$ cat src/rtl/folded_mem_pkg.sv
package folded_mem_pkg;

    // Number of lines produced by one two-bit predecode group.
    localparam int unsigned PDEC_LINES = 4;

    // Number of two-bit predecode groups needed for a row address.
    function automatic int unsigned pdec_groups(input int unsigned row_bits);
        return (row_bits + 1) / 2;
    endfunction

endpackage

$ cat src/rtl/fm_row_predecoder.sv
module fm_row_predecoder
    import folded_mem_pkg::*;
#(
    parameter int unsigned RB = 2,
    localparam int unsigned NGRP = pdec_groups(RB),
    localparam int unsigned LW = NGRP * PDEC_LINES
) (
    input  logic [RB-1:0] row_addr,
    output logic [LW-1:0] grp_lines
);

    // Each pair of address bits becomes a one-hot group of four lines.
    // A trailing single bit uses only two lines of its group.
    for (genvar g = 0; g < NGRP; g++) begin : g_grp
        if (2 * g + 1 < RB) begin : g_pair
            assign grp_lines[g*PDEC_LINES +: PDEC_LINES] =
                4'b0001 << row_addr[2*g +: 2];
        end else begin : g_single
            assign grp_lines[g*PDEC_LINES +: PDEC_LINES] =
                {2'b00, row_addr[2*g], ~row_addr[2*g]};
        end
    end

endmodule

$ cat src/rtl/fm_wordline_gen.sv
module fm_wordline_gen
    import folded_mem_pkg::*;
#(
    parameter int unsigned RB = 2,
    localparam int unsigned NGRP = pdec_groups(RB),
    localparam int unsigned LW = NGRP * PDEC_LINES,
    localparam int unsigned ROWS = 1 << RB
) (
    input  logic [LW-1:0]   grp_lines,
    input  logic            enable,
    output logic [ROWS-1:0] wordline
);

    // Each word-line ANDs one line from every group with the phase enable.
    for (genvar r = 0; r < ROWS; r++) begin : g_row
        always_comb begin
            logic acc;
            acc = enable;
            for (int g = 0; g < NGRP; g++) begin
                acc = acc & grp_lines[g*PDEC_LINES + ((r >> (2*g)) % PDEC_LINES)];
            end
            wordline[r] = acc;
        end
    end

endmodule

$ cat src/rtl/fm_col_decoder.sv
module fm_col_decoder #(
    parameter int unsigned K = 1,
    localparam int unsigned COLS = 1 << K
) (
    input  logic [K-1:0]    col_addr,
    output logic [COLS-1:0] col_oh
);

    for (genvar c = 0; c < COLS; c++) begin : g_col
        assign col_oh[c] = (col_addr == K'(c));
    end

endmodule

$ cat src/rtl/fm_col_mux.sv
module fm_col_mux #(
    parameter int unsigned WORD_W = 4,
    parameter int unsigned COLS = 2,
    localparam int unsigned ROW_W = WORD_W * COLS
) (
    input  logic [ROW_W-1:0]  row_bits,
    input  logic [COLS-1:0]   col_oh,
    input  logic [WORD_W-1:0] wdata,
    output logic [WORD_W-1:0] rd_word,
    output logic [ROW_W-1:0]  wr_row
);

    // Bit j of slot c lives at physical column j*COLS + c.
    for (genvar j = 0; j < WORD_W; j++) begin : g_bit
        assign rd_word[j] = |(row_bits[j*COLS +: COLS] & col_oh);
        for (genvar c = 0; c < COLS; c++) begin : g_slot
            assign wr_row[j*COLS + c] = col_oh[c] ? wdata[j] : row_bits[j*COLS + c];
        end
    end

endmodule

$ cat src/rtl/folded_mem_array.sv
module folded_mem_array
    import folded_mem_pkg::*;
#(
    parameter int unsigned ADDR_BITS = 3,
    parameter int unsigned WORD_LOG2 = 2,
    parameter int unsigned FOLD_LOG2 = 1,
    localparam int unsigned RB = ADDR_BITS - FOLD_LOG2,
    localparam int unsigned ROWS = 1 << RB,
    localparam int unsigned COLS = 1 << FOLD_LOG2,
    localparam int unsigned WORD_W = 1 << WORD_LOG2,
    localparam int unsigned ROW_W = WORD_W * COLS,
    localparam int unsigned NGRP = pdec_groups(RB),
    localparam int unsigned LW = NGRP * PDEC_LINES
) (
    input  logic                 clk,
    input  logic                 rst_n,
    input  logic                 acc_en,
    input  logic                 wr_en,
    input  logic [ADDR_BITS-1:0] addr,
    input  logic [WORD_W-1:0]    wr_data,
    output logic [WORD_W-1:0]    rd_data,
    output logic [ROWS-1:0]      wordline_o,
    output logic                 precharge_o
);

    typedef struct packed {
        logic                        vld;
        logic                        we;
        logic [LW-1:0]               grp;
        logic [COLS-1:0]             col;
        logic [WORD_W-1:0]           wd;
        logic [ROWS-1:0][ROW_W-1:0]  mem;
        logic [WORD_W-1:0]           rd;
    } state_t;

    state_t state_d, state_q;

    logic [LW-1:0]     grp_w;
    logic [COLS-1:0]   col_w;
    logic [ROWS-1:0]   wordline;
    logic [ROW_W-1:0]  row_bits;
    logic [WORD_W-1:0] rd_word;
    logic [ROW_W-1:0]  wr_row;

    // Phase 1: row predecode and column decode run side by side.
    fm_row_predecoder #(.RB(RB)) u_pre (
        .row_addr  (addr[ADDR_BITS-1:FOLD_LOG2]),
        .grp_lines (grp_w)
    );

    fm_col_decoder #(.K(FOLD_LOG2)) u_col (
        .col_addr (addr[FOLD_LOG2-1:0]),
        .col_oh   (col_w)
    );

    // Phase 2: registered selects drive one word-line.
    fm_wordline_gen #(.RB(RB)) u_wl (
        .grp_lines (state_q.grp),
        .enable    (state_q.vld),
        .wordline  (wordline)
    );

    // Bit-lines: wired-OR of the rows, only the selected row contributes.
    always_comb begin
        row_bits = '0;
        for (int r = 0; r < ROWS; r++) begin
            row_bits = row_bits | (state_q.mem[r] & {ROW_W{wordline[r]}});
        end
    end

    fm_col_mux #(.WORD_W(WORD_W), .COLS(COLS)) u_mux (
        .row_bits (row_bits),
        .col_oh   (state_q.col),
        .wdata    (state_q.wd),
        .rd_word  (rd_word),
        .wr_row   (wr_row)
    );

    always_comb begin
        state_d     = state_q;
        state_d.vld = acc_en;
        state_d.we  = acc_en & wr_en;
        if (acc_en) begin
            state_d.grp = grp_w;
            state_d.col = col_w;
            state_d.wd  = wr_data;
        end
        for (int r = 0; r < ROWS; r++) begin
            if (wordline[r] && state_q.we) begin
                state_d.mem[r] = wr_row;
            end
        end
        if (state_q.vld && !state_q.we) begin
            state_d.rd = rd_word;
        end
    end

    always_ff @(posedge clk or negedge rst_n) begin
        if (!rst_n) begin
            state_q <= '0;
        end else begin
            state_q <= state_d;
        end
    end

    assign rd_data     = state_q.rd;
    assign wordline_o  = wordline;
    assign precharge_o = ~state_q.vld;

endmodule

$ cat config.mk
export PLATFORM = sky130hd
export DESIGN_NAME = folded_mem_array
export DESIGN_NICKNAME = d
export VERILOG_FILES = /design/src/rtl/folded_mem_pkg.sv /design/src/rtl/fm_row_predecoder.sv /design/src/rtl/fm_wordline_gen.sv /design/src/rtl/fm_col_decoder.sv /design/src/rtl/fm_col_mux.sv /design/src/rtl/folded_mem_array.sv
export SDC_FILE = /design/constraint.sdc
export NUM_CORES = 1
export LEC_CHECK = 0
export ABC_AREA = 1
export BUFFER_PORTS_ARGS = -buffer_cell sky130_fd_sc_hd__buf_2
export CORE_ASPECT_RATIO = 1.4
export CORE_MARGIN = 2
export CORE_UTILIZATION = 55
export DETAILED_ROUTE_END_ITERATION = 7
export PLACE_DENSITY = 0.82
export SKIP_CTS_REPAIR_TIMING = 1
export SYNTH_ARGS = -nofsm -noshare
export SYNTH_HDL_FRONTEND = slang
export SYNTH_HIERARCHICAL = 1
export SYNTH_SLANG_ARGS = --single-unit
$ cat constraint.sdc
create_clock -name clk -period 2.2 [get_ports clk]
set_input_delay 0.22 -clock clk [delete_from_list [all_inputs] [get_ports clk]]
set_output_delay 0.22 -clock clk [all_outputs]
set_load 0.02 [all_outputs]
==> results.md <==
- Status: finished, final reports clean
- Filler cell count: 388
- CP Capture Type: flop
- Post-layout nets: between 300 and 400
- Post-route DRC: 0
- Post-route design area: 2470 um2
- Vias: 1839
- Final WL: 4400 um
- Routability cong.: 0.869
- CTS Buf Count: 5
- Post-DP HPWL: 3140 um
- CTS tree: done
- Die height: about 82 um
- Max Cap Violations: 0
- P_leak: approximately 1.4 nW
- Top cell type's share of synthesized area: 0.508
- Clk buf depth: 2
- Worst Tran Pin Value: approximately 460 ps
- Post-DRT Antenna Nets: 0
- Mapped Area: 2370 um2
- Finished Layout Cells: 371
- Fin crit share: 0.752
- Chip width: 59.4 um
- Initial antenna violation count: 0
- Area growth syn-to-layout: 4.49%
- Slew headroom: 0.690
- Average wire per standard cell: 11.9 um
- First-pass GRT wire length: 7570 um
- GRT overflow: 0
- Fin Setup TNS: 0 ps
- CP max FO: 10
- Worst EP arrival: 1870 ps
- GRT Total Usage: 0.208
- Area of the core: between 4000 and 5000 um2
- Fin. Hold Viols: 0
- Dpl cell area: 2360 um2
- Syn Inst Count: 318
- Port bufs: 19
- Synth warn: 6
- Sequential area share after synthesis: 0.508
- Crit Path Class: reg2reg
- Mean Syn Cell Area: ~7.4 um2
- Unrepaired setup endpoints after global routing: no
- Initial Utilization: 0.568
- Top post-synthesis cells by area: dfrtp_1 (51%), nand2_1 (24%), o21ai_0 (8.9%)
- CP required: 2410 ps
- Final Max Tran Viols: 0
- Min cycle time layout: 1650 ps
- Cell Pwr Density: 782 nW/um2
- Root Driver: clkbuf_8
- Die area: approximately 4800 um2
- Clock slew at reported path FFs: 90 ps
- Final Core Density: 0.593
- Sink Count: 48
- Worst skew pair latency: 300 ps
- Worst IR Drop VDD: 0.000565 V
- Clk_skew: ~6.2 ps
- Starting DRT DRC Count: 49
- # rows: 28
- Setup violators final: 0
- Area leader, netlist: dfrtp_1
- Vias/cell: 4.96
- Cells after DPL: 362
- Synth cell types: 10
- Maximum clock rate: between 600 and 700 MHz
- Synth Register Bits: 48
- Worst hold slack: 105 ps
- I/O pin count: 20
- Hold Path Class: in2reg
- TritonRoute pass-1 iters: 4
- Synth Net Count: between 300 and 400
- Type of origin of the critical path: flop
- Via count of the first global-routing pass: 1700
- Largest net degree at the start of global routing: 49
- Antenna diodes: 0
- Layout cells sized above 1: 0.0920
- H-Tree Depth: 2
==> placed cells by master (no fill, tap or decap), drive strengths merged <==
cell type      n
inv           47
dfrtp         48
clkbuf         6
nand3          4
o21ai         42
nand2        153
buf           20
clkinvlp       2
dlygate4sd3    1
nor2           3
==> routing by layer <==
layer | share of wire | wire length (um) | GRT usage
met2 | 0.50 | 2200 | 0.348
met3 | 0.028 | 124 | 0.0425
met4 | 0.025 | 110 | 0.100
met5 | 0 | 0 | 0
met1 | 0.45 | 1970 | 0.253
==> worst paths after layout <==
path | slack [ps] | endpoint | cells past startpoint | startpoint
worst min-delay path | 100 | state_q[46] | 3 | wr_en
worst max-delay path | 550 | state_q[21] | 10 | state_q[47]
min in group asynchronous | 420 | state_q[32] | 3 | rst_n
worst max register to register | 550 | state_q[21] | 10 | state_q[47]
max in group asynchronous | 1560 | state_q[46] | 3 | rst_n
worst min register to register | 470 | rd_data[1] | 2 | rd_data[1]
==> critical path, stage by stage (launching register included) <==
cell and delay [ps]:
dfrtp_1 510, nand2_1 90, inv_1 280, nand2_1 90, nand2_1 80, inv_1 40, nand2_1 70, nand2_1 60
nand2_1 60, inv_1 80, o21ai_0 190
==> state kept, by name (all words and copies together) (netlist names) <==
name	flops
rd_data	4
state_q	44
==> synth_stat cells (all sizes together) <==
master / count
clkbuf: 2
dfrtp: 48
nand2: 153
o21ai: 42
buf: 19
inv: 47
nor2: 3
nand3: 4
==> cells by family (layout without fill, tap and decap cells) <==
family	count (synthesis)	after routing	share of synthesized area
buffers and inverters	68	76	0.148
and+or+nand+nor	160	160	0.256
DFF	48	48	0.508
AOI/OAI and AO/OA	42	42	0.0888
==> area by class of cell <==
type / count / area, um2 / area share
Tap cell: 45 / 56.3 / 0.0228
Timing Repair Buffer: 21 / 125 / 0.0506
Multi-Input combinational cell: 202 / 816 / 0.330
Clock inverter: 2 / 15.0 / 0.00607
Sequential cell: 48 / 1200 / 0.486
Inverter: 47 / 176 / 0.0714
Clock buffer: 6 / 82.6 / 0.0334
==> stage by stage <==
stage / setup slack (ps) / total power, mW
after floorplan: 797 / 1.32
after global placement: 654 / 1.39
after detailed placement: 600 / 1.40
after CTS: 551 / 1.94
after global routing: 366 / 2.05
final: 546 / 1.93
==> power breakdown <==
| part | total (mW) | leakage, nW | internal (mW) | switching (mW) |
|---|---|---|---|---|
| registers | 1.10 | 0.634 | 1.02 | 0.0883 |
| logic | 0.282 | 0.707 | 0.102 | 0.180 |
| clock network | 0.547 | 0.0434 | 0.254 | 0.292 |
Power figures use the tool's default switching activity.
